<file path="src/rtl/wr_diff_pkg.sv">
package wr_diff_pkg;
    typedef enum logic {
        S_ACCEPT = 1'b0,
        S_BCAST  = 1'b1
    } wr_state_t;
endpackage

</file>
<file path="src/rtl/wr_seq_table.sv">
module wr_seq_table #(
    parameter int DEPTH = 64,
    parameter int IW    = $clog2(DEPTH)
) (
    input  logic          clk,
    input  logic          rst_n,
    input  logic          wr_en,
    input  logic [IW-1:0] wr_slot,
    input  logic [IW-1:0] wr_index,
    input  logic [IW-1:0] rd_slot,
    output logic [IW-1:0] rd_index
);
    logic [IW-1:0] entry_q [DEPTH];

    for (genvar g = 0; g < DEPTH; g++) begin : g_entry
        always_ff @(posedge clk) begin
            if (!rst_n) begin
                entry_q[g] <= '0;
            end else if (wr_en && (wr_slot == IW'(g))) begin
                entry_q[g] <= wr_index;
            end
        end
    end

    assign rd_index = entry_q[rd_slot];
endmodule

</file>
<file path="src/rtl/wr_base_reg.sv">
module wr_base_reg #(
    parameter int KW = 16
) (
    input  logic          clk,
    input  logic          rst_n,
    input  logic          load_raw,
    input  logic          apply_mask,
    input  logic [KW-1:0] din,
    output logic [KW-1:0] base_q,
    output logic [KW-1:0] rebuilt
);
    assign rebuilt = base_q ^ din;

    always_ff @(posedge clk) begin
        if (!rst_n) begin
            base_q <= '0;
        end else if (load_raw) begin
            base_q <= din;
        end else if (apply_mask) begin
            base_q <= rebuilt;
        end
    end
endmodule

</file>
<file path="src/rtl/wr_diff_engine.sv">
module wr_diff_engine
    import wr_diff_pkg::*;
#(
    parameter int KW  = 16,
    parameter int WIN = 64,
    parameter int IW  = $clog2(WIN)
) (
    input  logic          clk,
    input  logic          rst_n,
    input  logic          in_valid,
    output logic          in_ready,
    input  logic          in_first,
    input  logic [KW-1:0] in_bits,
    input  logic [IW-1:0] in_index,
    output logic          bc_valid,
    input  logic          bc_ready,
    output logic          bc_first,
    output logic [KW-1:0] bc_mask,
    output logic [KW-1:0] bc_weights,
    output logic [IW-1:0] bc_slot,
    output logic          reuse_pulse,
    input  logic [IW-1:0] rev_slot,
    output logic [IW-1:0] rev_index
);
    localparam logic [IW-1:0] LAST_SLOT = IW'(WIN - 1);

    wr_state_t     state_q, state_d;
    logic          take;
    logic          mask_zero;
    logic [IW-1:0] slot_ctr_q;
    logic [IW-1:0] cur_slot;
    logic [KW-1:0] base_q;
    logic [KW-1:0] rebuilt;

    assign in_ready  = (state_q == S_ACCEPT);
    assign take      = in_valid && in_ready;
    assign mask_zero = (in_bits == '0);
    assign cur_slot  = in_first ? '0 : slot_ctr_q;

    wr_base_reg #(.KW(KW)) u_base (
        .clk        (clk),
        .rst_n      (rst_n),
        .load_raw   (take && in_first),
        .apply_mask (take && !in_first),
        .din        (in_bits),
        .base_q     (base_q),
        .rebuilt    (rebuilt)
    );

    wr_seq_table #(.DEPTH(WIN), .IW(IW)) u_seq (
        .clk      (clk),
        .rst_n    (rst_n),
        .wr_en    (take),
        .wr_slot  (cur_slot),
        .wr_index (in_index),
        .rd_slot  (rev_slot),
        .rd_index (rev_index)
    );

    // state register
    always_ff @(posedge clk) begin
        if (!rst_n) begin
            state_q <= S_ACCEPT;
        end else begin
            state_q <= state_d;
        end
    end

    // transitions
    always_comb begin
        state_d = state_q;
        unique case (state_q)
            S_ACCEPT: begin
                if (take && (in_first || !mask_zero)) begin
                    state_d = S_BCAST;
                end
            end
            S_BCAST: begin
                if (bc_ready) begin
                    state_d = S_ACCEPT;
                end
            end
            default: state_d = S_ACCEPT;
        endcase
    end

    // slot counter
    always_ff @(posedge clk) begin
        if (!rst_n) begin
            slot_ctr_q <= '0;
        end else if (take) begin
            slot_ctr_q <= (cur_slot == LAST_SLOT) ? '0 : cur_slot + 1'b1;
        end
    end

    // registered outputs
    always_ff @(posedge clk) begin
        if (!rst_n) begin
            bc_valid    <= 1'b0;
            bc_first    <= 1'b0;
            bc_mask     <= '0;
            bc_weights  <= '0;
            bc_slot     <= '0;
            reuse_pulse <= 1'b0;
        end else begin
            reuse_pulse <= 1'b0;
            unique case (state_q)
                S_ACCEPT: begin
                    if (take) begin
                        if (in_first) begin
                            bc_valid   <= 1'b1;
                            bc_first   <= 1'b1;
                            bc_mask    <= '1;
                            bc_weights <= in_bits;
                            bc_slot    <= cur_slot;
                        end else if (mask_zero) begin
                            reuse_pulse <= 1'b1;
                        end else begin
                            bc_valid   <= 1'b1;
                            bc_first   <= 1'b0;
                            bc_mask    <= in_bits;
                            bc_weights <= rebuilt;
                            bc_slot    <= cur_slot;
                        end
                    end
                end
                S_BCAST: begin
                    if (bc_ready) begin
                        bc_valid <= 1'b0;
                    end
                end
                default: bc_valid <= 1'b0;
            endcase
        end
    end
endmodule

</file>
<file path="config.mk">
export PLATFORM = sky130hd
export DESIGN_NAME = wr_diff_engine
export DESIGN_NICKNAME = d
export VERILOG_FILES = /design/src/rtl/wr_diff_pkg.sv /design/src/rtl/wr_seq_table.sv /design/src/rtl/wr_base_reg.sv /design/src/rtl/wr_diff_engine.sv
export SDC_FILE = /design/constraint.sdc
export NUM_CORES = 1
export LEC_CHECK = 0
export ABC_AREA = 1
export BUFFER_PORTS_ARGS = -buffer_cell sky130_fd_sc_hd__buf_2
export CELL_PAD_IN_SITES_DETAIL_PLACEMENT = 2
export CELL_PAD_IN_SITES_GLOBAL_PLACEMENT = 2
export CORE_ASPECT_RATIO = 1.4
export CORE_MARGIN = 2
export CORE_UTILIZATION = 23
export CTS_CLUSTER_SIZE = 28
export DETAILED_ROUTE_END_ITERATION = 8
export GPL_TIMING_DRIVEN = 0
export PLACE_DENSITY = 0.51
export SYNTH_ARGS = -nofsm -noshare
export SYNTH_HDL_FRONTEND = slang
export SYNTH_SLANG_ARGS = --single-unit
</file>
<file path="constraint.sdc">
create_clock -name clk -period 5.74 [get_ports clk]
set_input_delay 1.148 -clock clk [delete_from_list [all_inputs] [get_ports clk]]
set_output_delay 1.148 -clock clk [all_outputs]
set_load 0.02 [all_outputs]
</file>
==> key figures, run 1 <==
Layout
  – Sequential standard cell area: 0.0128 sq mm
  – Share of layout cells above drive strength 1: 0.113
  – Final non-filler cell area: 0.0245 sq mm
  – Fill cell count: 10200
  – Area delta synth->final: 16.4%
  – Multi-input gate area: 0.00735 sq mm
  – Layout net count: 2464

CTS
  – Clock latency on the worst-skew pair: 640 ps
  – Clk buf depth: 3
  – Postcts setup bufs: 0
  – Post-CTS sizing: 0
  – Htree depth: 2
  – CTS Sinks: 448
  – Root Buffer: clkbuf_16
  – TritonCTS buffer count: 50
  – CTS Hold Bufs: 0
  – Clock Pin Slew Worst Setup and Hold Paths: 60 ps
  – CTS tree: yes

Worst setup path
  – Critical path cell sequence: buf_2 > inv_1 > clkbuf_1 > clkbuf_1 > nand3_1 > nand2_1 > nand2_1 > nand3_1 > nand3_1 > nand2_1 > buf_2
  – CP Capture Type: output pin
  – Kind of critical path: primary input to output pin
  – Reg2Reg Depth: 6
  – Critical path buffer and inverter count: 5
  – Critical Path AT: 4270 ps
  – Crit path max fanout: 10
  – WP depth: 11
  – Family with the most delay on the worst path: buffers and inverters
  – Crit start category: primary input
  – Worst path required time: 4590 ps
  – Crit path largest cell delay: 970 ps
  – Crit-path slowest cell: clkbuf_1

Logic synthesis
  – Synth unique cells: 31
  – Area of the mapped netlist: 0.0211 sq mm
  – Syn_nets: 2333
  – Sequential area share after synthesis: 0.608
  – Yosys warns: 0
  – #FFs+latches synth: 448
  – Synthesized area per cell: 9.17 sq um
  – Mapped Cells: 2299

Min path
  – Hold crit path type: flop to flop
  – Hold Path Stages: 2

Floorplan
  – Total Die Area: 0.0941 sq mm
  – I/O pin cnt: 81
  – Core area: 0.0910 sq mm
  – Die Wd: 260 um
  – Number of cell rows: 131
  – Initial Util: 0.232
  – Die H: 362 um

Timing
  – FMAX: 184 MHz
  – Least-Margin Pin Slew: 1460 ps
  – Final min period: 5420 ps
  – Final hold violations: 0
  – Clock Skews: 35.9 ps
  – Unrepaired setup endpoints after global routing: no
  – Final Max Tran Viols: 0
  – TNS Setup: 0 ps
  – Final Setup Violations: 0
  – WHS: 459 ps
  – Fin crit share: 0.945
  – Slew HR: 0.0274

Place
  – Post-DP Area: 0.0230 sq mm
  – Port buffer count: 77
  – DP HPWL: 76.4 mm
  – GP Congestion: 0.837

Routing
  – Drt first pass iters: 5
  – WL/cell: 28.0 um
  – DR vias/cell: 4.76
  – DRT Wirelength: 103 mm
  – Routed Antenna Nets: 0
  – DRT iter0 DRCs: 1044
  – Via Count: 17500
  – Drc violations: 0

Global route
  – Initial antenna violation count: 1
  – GR Layer Usage met2: 0.415
  – Total GRT Usage: 0.220
  – Met1 GRT Util: 0.250
  – GR peak layer: met2
  – Pin count of the biggest net entering global routing: 14
  – Vias in the first global route: 19200
  – Routing usage on met3: 0.0263
  – Global-route wire length before repair: 145 mm
  – GRT overflow: 0

Power
  – Net switching power: 2.18 mW
  – Portion of total power attributed to sequential cells: 0.475
  – Combinational power share: 0.110
  – Leakage power: 9.31 nW
  – Clock Power Share: 0.414
  – Power Density: 318 mW/mm^2
  – P_int: 5.62 mW
  – Net Sw Frac: 0.280
  – VDD IR max: 0.220 mV

Flow run
  – Max-Cap Viols: 0

Status
  – Outcome: completed
==> cell usage in the layout, fill, tap and decap left out, types with 15 or more instances in the layout <==
master	netlist	routed
clkbuf_1	100	115
nand3_1	359	359
clkbuf_16	0	51
o211ai_1	16	16
nand2_1	663	663
buf_2	42	119
xor2_1	15	15
inv_2	15	15
inv_1	35	35
nor2_1	394	394
a21oi_1	62	62
buf_1	18	18
nand3b_1	15	15
o21ai_0	27	23
edfxtp_1	384	384
dfxtp_1	64	64
nand3_2	41	41
==> logic make-up (layout without fill, tap and decap cells) <==
kind of cell,count (synthesis),in the layout,share of synthesized area
AND/OR/NAND/NOR,1505,1505,0.313
flip-flops,448,448,0.608
adder cells (fa/ha/maj),1,1,0.000594
AO/OA/AOI/OAI,109,109,0.0279
buffers and inverters,220,392,0.0435
other,0,1,0
XOR/XNOR,16,16,0.00665
==> sequential cells by signal (all words and copies together), names as in the netlist <==
register,count
reuse_pulse,1
bc_weights,16
state_q,1
bc_mask,16
bc_slot,6
slot_ctr_q,6
u_base.base_q,16
bc_valid,1
bc_first,1
u_seq.entry_q,384
==> synth_stat cells, drive strengths merged <==
cell | count | area [sq um]
nor3 | 2 | 10.0
o211ai | 16 | 120
nor2 | 415 | 1720
edfxtp | 384 | 11500
inv | 50 | 188
o21ai | 30 | 150
buf | 69 | 349
xnor2 | 1 | 8.76
ha | 1 | 12.5
xor2 | 15 | 131
nand3b | 15 | 113
clkbuf | 100 | 375
a21oi | 62 | 310
clkinv | 1 | 3.75
nand3 | 400 | 2210
or2 | 1 | 6.26
nand2 | 669 | 2530
nand4 | 3 | 18.8
dfxtp | 64 | 1280
a211oi | 1 | 7.51
==> power groups by stage <==
stage | logic, mW | clock network, mW | registers (mW)
floorplan | 0.421 | 0 | 3.79
global placement | 0.859 | 0 | 3.78
detailed placement | 0.874 | 0 | 3.78
CTS | 0.877 | 3.32 | 3.71
global route | 0.925 | 3.43 | 3.72
finish | 0.861 | 3.23 | 3.71
==> worst paths after layout <==
| kind | from | to | slack, ps |
|---|---|---|---|
| worst max-delay path | rev_slot[2] | rev_index[3] | 320 |
| worst min-delay path | bc_weights[14]$_SDFFE_PN0P_ | bc_weights[14]$_SDFFE_PN0P_ | 460 |
| worst max register to register | slot_ctr_q[0]$_SDFFE_PN0P_ | u_seq.entry_q[47][0]$_SDFFCE_PN0P_ | 2750 |
| worst min register to register | bc_weights[14]$_SDFFE_PN0P_ | bc_weights[14]$_SDFFE_PN0P_ | 460 |
==> worst min-delay path: stages, from the launching register on <==
cell	delay (ps)
dfxtp_1	300
nand2_1	60
a21oi_1	50
==> per-layer routing <==
layer  part of all wire  routed length (um)
met5                  0                   0
met1               0.40               40800
met4              0.040                4070
met3              0.028                2870
met2               0.53               54900
==> area by class of cell <==
cell class | count | share of cell area
inverter | 51 | 0.00780
sequential | 448 | 0.522
buffer | 169 | 0.0295
antenna | 1 | 0.000102
clock inverter | 26 | 0.00857
timing repair buffer | 79 | 0.0165
multi-input combinational | 1631 | 0.299
clock buffer | 67 | 0.0549
tap | 1197 | 0.0610
==> metrics by stage <==
| step | worst slack (ps) | util | power (mW) | cells |
|---|---|---|---|---|
| after detailed placement | 310 | 0.253 | 4.66 | 3575 |
| final | 317 | 0.270 | 7.81 | 3669 |
| after floorplan | 2300 | - | 4.21 | 2299 |
| after global routing | 240 | 0.270 | 8.08 | 3668 |
| after CTS | 297 | 0.270 | 7.91 | 3668 |
| after global placement | 350 | 0.252 | 4.64 | 3573 |
Power figures use the tool's default switching activity.
==> run 2: changes to the inputs <==
- ABC_AREA: 1 -> not set
- CORE_UTILIZATION: 23 -> 42
- PLACE_DENSITY: 0.51 -> 0.76
==> run 2 against run 1 <==
Worst setup slack worse by 290 ps. Register-to-register slack got worse by 390 ps. Die area shrank 45%. Worst hold slack better by 2.6 ps. Combinational power fell by 17%. Critical endpoint unchanged. Flip-flop and latch count stayed put. Area after synthesis fell by 1.4%. First-iteration DRC count grew 32%. Critical path depth down 2. Largest cell class unchanged.
==> key figures, run 2 <==
CTS
  – Postcts setup bufs: 0 (unchanged)
  – TritonCTS buffer count: 46 (-8.0%)
  – Clock Pin Slew Worst Setup and Hold Paths: 60 ps (about the same)
  – Post-CTS sizing: 0 (unchanged)
  – CTS Sinks: 448 (unchanged)
  – Htree depth: 2 (unchanged)
  – Root Buffer: clkbuf_16
  – CTS tree: yes
  – Clk buf depth: 3 (unchanged)
  – CTS Hold Bufs: 0 (unchanged)
  – Clock latency on the worst-skew pair: 600 ps (-40 ps)

Routing
  – WL/cell: 34.5 um (+23%)
  – Routed Antenna Nets: 0 (unchanged)
  – DR vias/cell: 6.24 (+31%)
  – Via Count: 14800 (-15%)
  – Drc violations: 0 (unchanged)
  – Drt first pass iters: 5 (unchanged)
  – DRT Wirelength: 81.9 mm (-20%)
  – DRT iter0 DRCs: 1382 (+32%)

Worst setup path
  – Crit start category: primary input
  – Worst path required time: 4590 ps (about the same)
  – Kind of critical path: primary input to output pin
  – Most frequent CP cell: buf_2
  – Crit path largest cell delay: 590 ps (-380 ps)
  – CP Capture Type: output pin
  – Crit-path slowest cell: nor4_1
  – Critical Path AT: 4570 ps (+300 ps)
  – Family with the most delay on the worst path: buffers and inverters
  – Critical path cell sequence: buf_2 > buf_2 > buf_2 > mux4_2 > mux2i_1 > o22ai_1 > nor4_1 > a21oi_1 > buf_2
  – Critical path buffer and inverter count: 4 (-1)
  – Crit path max fanout: 10 (unchanged)

Global route
  – Global-route wire length before repair: 118 mm (-19%)
  – GR peak layer: met2
  – Met1 GRT Util: 0.380 (+0.130)
  – GRT overflow: 0 (unchanged)
  – Routing usage on met3: 0.0527 (+0.0263)
  – Pin count of the biggest net entering global routing: 14 (unchanged)
  – Initial antenna violation count: 6 (+5)
  – Total GRT Usage: 0.328 (+0.108)
  – Vias in the first global route: 16200 (-16%)
  – GR Layer Usage met2: 0.563 (+0.149)

Timing
  – FMAX: 175 MHz (-5.1%)
  – Clock Skews: 26.9 ps (-8.95 ps)
  – Fin crit share: 0.996 (+0.0510)
  – Final hold violations: 0 (unchanged)
  – Final Setup Violations: 0 (unchanged)
  – Final Max Tran Viols: 0 (unchanged)
  – Slew HR: 0.115 (+0.0872)
  – WHS: 462 ps (+2.58 ps)
  – TNS Setup: 0 ps (unchanged)
  – Least-Margin Pin Slew: 1310 ps (-145 ps)
  – Unrepaired setup endpoints after global routing: no
  – Final min period: 5720 ps (+293 ps)

Logic synthesis
  – Adder-cell share of the synthesized area: 0.000602 (+0.00000826)
  – Top FF cell, synth: edfxtp_1
  – Number of synthesized flops with an enable pin: 384 (unchanged)
  – Synth top area share: 0.555 (+0.00761)
  – Area share of xor/xnor cells in the synthesized design: 0.00674 (+0.0000925)
  – Simple-gate share of the synthesized area: 0.181 (-0.133)
  – FFs w/ async S/R, synth: 0 (unchanged)
  – Largest family of logic cells by synthesized area: simple AND/OR/NAND/NOR gates
  – Synth top cells by count: edfxtp_1 (384), and2_1 (303), nor2_1 (111), mux4_2 (95), clkbuf_1 (93)
  – #FFs+latches synth: 448 (unchanged)
  – Main area contributors after synthesis: edfxtp_1 (55%), mux4_2 (10%), and2_1 (9.1%)
  – Synth unique cells: 50 (+61%)
  – Yosys warns: 0 (unchanged)
  – Sequential area share after synthesis: 0.616 (+0.00845)
  – Syn_nets: 1614 (-31%)
  – Count leader, synth: edfxtp_1
  – Complex-gate fraction of the synthesized area: 0.0538 (+0.0258)
  – Cell taking the most area after synthesis: edfxtp_1
  – Mapped Cells: 1580 (-31%)
  – Post-synthesis mux area share: 0.114 (+0.114)
  – Area of the mapped netlist: 0.0208 sq mm (-1.4%)
  – Synthesized area per cell: 13.2 sq um (+44%)

Place
  – DP HPWL: 59.1 mm (-23%)
  – Post-DP Area: 0.0219 sq mm (-4.5%)
  – GP Congestion: 1.01 (+21%)
  – Port buffer count: 73 (-5.2%)

Floorplan
  – Die Wd: 192 um (-26%)
  – Die H: 267 um (-26%)
  – Initial Util: 0.424 (+0.192)
  – Core area: 0.0490 sq mm (-46%)
  – Number of cell rows: 96 (-27%)
  – Total Die Area: 0.0513 sq mm (-45%)
  – I/O pin cnt: 81 (unchanged)

Min path
  – Hold crit path type: flop to flop

Layout
  – Commonest non-fill, non-tap cells in the layout: edfxtp_1 (384), and2_1 (303), clkbuf_1 (111), nor2_1 (111), buf_2 (96)
  – Max FFs per register: 384 (unchanged)
  – Most common cell after layout, fill and taps aside: edfxtp_1
  – Layout net count: 1735 (-30%)
  – Area delta synth->final: 12.2%
  – Final non-filler cell area: 0.0233 sq mm (-4.9%)
  – Share of layout cells above drive strength 1: 0.152 (+0.0387)
  – ANT cells: 0 (-1)
  – Top reg by flops: u_seq.entry_q

Status
  – Outcome: completed

Flow run
  – Max-Cap Viols: 0 (unchanged)

Power
  – Leakage power: 8.41 nW (-9.6%)
  – VDD IR max: 0.259 mV (+18%)
  – Power Density: 315 mW/mm^2 (-1.0%)
## run 2: cell count changes after synthesis, sizes merged, moves of 87 or more
cell	change
nand2	-618
nand3	-389
nor2	-304
and2	+303
mux4	+95
and3	+87
## run 2: area by class of cell
type                       instances  area (sq um)
clock inverter                    17          82.6
inverter                           3          11.3
timing repair buffer              73           365
fill                            4825         25700
buffer                           134           566
tap                              637           797
multi-input combinational        995          7400
sequential                       448         12800
clock buffer                      67          1290
## run 2: worst paths after layout
| path | start | end | slack, ps | depth (start not counted) |
|---|---|---|---|---|
| worst max-delay path | rev_slot[1] | rev_index[3] | 20 | 9 |
| worst min-delay path | bc_mask[11]$_SDFFE_PN0P_ | bc_mask[11]$_SDFFE_PN0P_ | 460 | 2 |
| worst max register to register | slot_ctr_q[3]$_SDFFE_PN0P_ | u_seq.entry_q[11][4]$_SDFFCE_PN0P_ | 2360 | 5 |
| worst min register to register | bc_mask[11]$_SDFFE_PN0P_ | bc_mask[11]$_SDFFE_PN0P_ | 460 | 2 |
## run 2: stage by stage
| stage | std cells | utilization | setup WS [ps] | power (mW) |
|---|---|---|---|---|
| floorplan | 1580 | - | 1760 | 4.17 |
| global placement | 2290 | 0.448 | 257 | 4.47 |
| detailed placement | 2290 | 0.448 | 177 | 4.52 |
| CTS | 2374 | 0.476 | 145 | 7.35 |
| global route | 2374 | 0.476 | 42.6 | 7.52 |
| finish | 2374 | 0.476 | 24.5 | 7.35 |
## run 2: cell families (layout without fill, tap and decap cells)
| logic type | Yosys count | after routing |
|---|---|---|
| mux | 118 | 118 |
| buf+inv | 137 | 294 |
| xor+xnor | 16 | 16 |
| compound gates | 187 | 187 |
| simple gates | 673 | 673 |
| fa+ha+maj | 1 | 1 |
| flops | 448 | 448 |
## run 2: worst register-to-register path, stage by stage (launching register included)
cell      delay, ps
dfxtp_1         300
clkbuf_1        300
nor2b_1         330
nor2b_1         390
nand3_1         670
o21ai_0        1030
## run 2: per-layer routing
metal | up-vias | share of wire
met3 | 291 | 0.067
met5 | - | 0.00033
met4 | 4 | 0.078
met2 | 734 | 0.50
li1 | 6066 | -
met1 | 7711 | 0.35
## run 2: power breakdown
| group | switching (mW) | total, mW | internal (mW) | leakage, nW |
|---|---|---|---|---|
| Combinational | 0.496 | 0.718 | 0.222 | 3.42 |
| Clock | 1.32 | 2.88 | 1.56 | 0.668 |
| Sequential | 0.0722 | 3.75 | 3.68 | 4.32 |
==> run 3: changes to the inputs <==
- ABC_AREA: not set -> 1
- PLACE_DENSITY: 0.76 -> 0.84
==> run 3 against run 2 <==
Sequential share of layout area fell by 1.1 points. Utilization rose by 0.20 points. Cell area rose by 2.0%. Register-to-register slack better by 190 ps. Clock power rose by 9.0%. Worst hold slack better by 5.8 ps. First-iteration DRC count increased by 23%. Via count increased by 26%. Die area grew 1.4%. Critical path type unchanged. Critical endpoint is now rev_index[0]. Largest cell class unchanged.
==> key figures, run 3 (synthesis gave the netlist of run 1 again) <==
Status
  – Outcome: completed

Power
  – VDD IR max: 0.299 mV (+16%)
  – Overall power: 7.71 mW (+4.9%)
  – Leakage power: 9.28 nW (+10%)
  – Power Density: 324 mW/mm^2 (+2.9%)

CTS
  – Clock latency on the worst-skew pair: 610 ps (about the same)
  – Clk buf depth: 3 (unchanged)
  – Post-CTS sizing: 0 (unchanged)
  – Root Buffer: clkbuf_16
  – TritonCTS buffer count: 47 (+2.2%)
  – CTS Sinks: 448 (unchanged)
  – Htree depth: 2 (unchanged)
  – CTS Hold Bufs: 0 (unchanged)
  – Clock Pin Slew Worst Setup and Hold Paths: 60 ps (about the same)
  – CTS tree: yes
  – Postcts setup bufs: 0 (unchanged)

Place
  – GP Congestion: 0.972 (-3.9%)
  – Post-DP Area: 0.0223 sq mm (+1.5%)
  – Dpl cells: 3020 (+32%)
  – Port buffer count: 77 (+5.5%)
  – DP HPWL: 68.4 mm (+16%)

Layout
  – Multi-input gate area: 0.00735 sq mm (-0.73%)
  – Fill cell count: 5383 (+12%)
  – Layout net count: 2460 (+42%)
  – Most common cell after layout, fill and taps aside: nand2_1
  – Max FFs per register: 384 (unchanged)
  – Final non-filler cell area: 0.0238 sq mm (+2.0%)
  – ANT cells: 0 (unchanged)
  – Area delta synth->final: 12.9%
  – Commonest non-fill, non-tap cells in the layout: nand2_1 (663), nor2_1 (394), edfxtp_1 (384)
  – Share of layout cells above drive strength 1: 0.113 (-0.0387)
  – Sequential standard cell area: 0.0128 sq mm (unchanged)
  – Top reg by flops: u_seq.entry_q
  – Fin cells: 3106 (+31%)

Global route
  – Global-route wire length before repair: 137 mm (+17%)
  – Vias in the first global route: 20700 (+28%)
  – Initial antenna violation count: 1 (-5)
  – GRT overflow: 0 (unchanged)
  – Total GRT Usage: 0.365 (+0.0369)
  – Pin count of the biggest net entering global routing: 14 (unchanged)

Timing
  – FMAX: 191 MHz (+9.2%)
  – Final hold violations: 0 (unchanged)
  – Clock Skews: 25.8 ps (-1.12 ps)
  – Least-Margin Pin Slew: 1430 ps (+115 ps)
  – Final min period: 5230 ps (-483 ps)
  – Final Setup Violations: 0 (unchanged)
  – Final Max Tran Viols: 0 (unchanged)
  – Unrepaired setup endpoints after global routing: no
  – TNS Setup: 0 ps (unchanged)
  – Fin crit share: 0.912 (-0.0841)
  – Slew HR: 0.0369 (-0.0777)

Floorplan
  – Die H: 269 um (+0.68%)
  – Number of cell rows: 97 (+1.0%)
  – Initial Util: 0.424 (-0.000612)
  – Core area: 0.0498 sq mm (+1.5%)
  – Total Die Area: 0.0520 sq mm (+1.4%)
  – I/O pin cnt: 81 (unchanged)
  – Die Wd: 193 um (+0.68%)

Min path
  – Hold crit path type: flop to flop

Routing
  – WL/cell: 30.7 um (-11%)
  – DRT Wirelength: 95.4 mm (+17%)
  – Routed Antenna Nets: 0 (unchanged)
  – Drt first pass iters: 6 (+1)
  – Drc violations: 0 (unchanged)
  – DR vias/cell: 6.02 (-3.5%)
  – DRT iter0 DRCs: 1699 (+23%)
  – Via Count: 18700 (+26%)

Worst setup path
  – Crit path max fanout: 10 (unchanged)
  – Critical Path AT: 4080 ps (-490 ps)
  – CP Capture Type: output pin
  – Worst path required time: 4590 ps (about the same)
  – Kind of critical path: primary input to output pin
  – Crit start category: primary input

Flow run
  – Max-Cap Viols: 0 (unchanged)
==> run 3: area by class of cell <==
class,instances,share of cell area
Buffer,169,0.0305
Inverter,51,0.00805
Tap cell,643,0.0338
Clock inverter,24,0.00957
Timing Repair Buffer,78,0.0165
Multi-Input combinational cell,1631,0.309
Clock buffer,62,0.0540
Sequential cell,448,0.539
==> run 3: worst paths after layout <==
check                                      end                  startpoint  cells past startpoint  slack, ps
max                               rev_index[0]                 rev_slot[2]                     11        510
min                 bc_weights[5]$_SDFFE_PN0P_  bc_weights[5]$_SDFFE_PN0P_                      2        470
max reg2reg  u_seq.entry_q[7][4]$_SDFFCE_PN0P_  slot_ctr_q[0]$_SDFFE_PN0P_                      6       2550
min reg2reg         bc_weights[5]$_SDFFE_PN0P_  bc_weights[5]$_SDFFE_PN0P_                      2        470
==> run 3: routing by layer <==
metal / vias up / wire (um) / global-route usage
met5: - / 13 / 0
met4: 2 / 7950 / 0.267
met3: 362 / 6240 / 0.0603
met2: 847 / 48200 / 0.654
met1: 9531 / 33100 / 0.391
li1: 7948 / - / -
==> run 3: stage by stage <==
step / utilization / hold WS (ps) / worst slack (ps)
2_1_floorplan: - / 443 / 2300
3_3_place_gp: 0.447 / 446 / 799
3_5_place_dp: 0.448 / 460 / 746
4_1_cts: 0.478 / 472 / 635
5_1_grt: 0.478 / 486 / 611
6_report: 0.478 / 468 / 507
==> run 3: report_power, final <==
group,internal [mW],switching [mW]
Clock,1.75,1.39
Combinational,0.179,0.665
Sequential,3.66,0.0575
==> run 3: worst max-delay path, stage by stage <==
cell and delay (ps):
buf_2 130, inv_1 120, clkbuf_1 570, clkbuf_1 920, nand3_1 340, nand2_1 250, nand2_1 80, nand3_1 90
nand3_1 80, nand2_1 150, buf_2 190
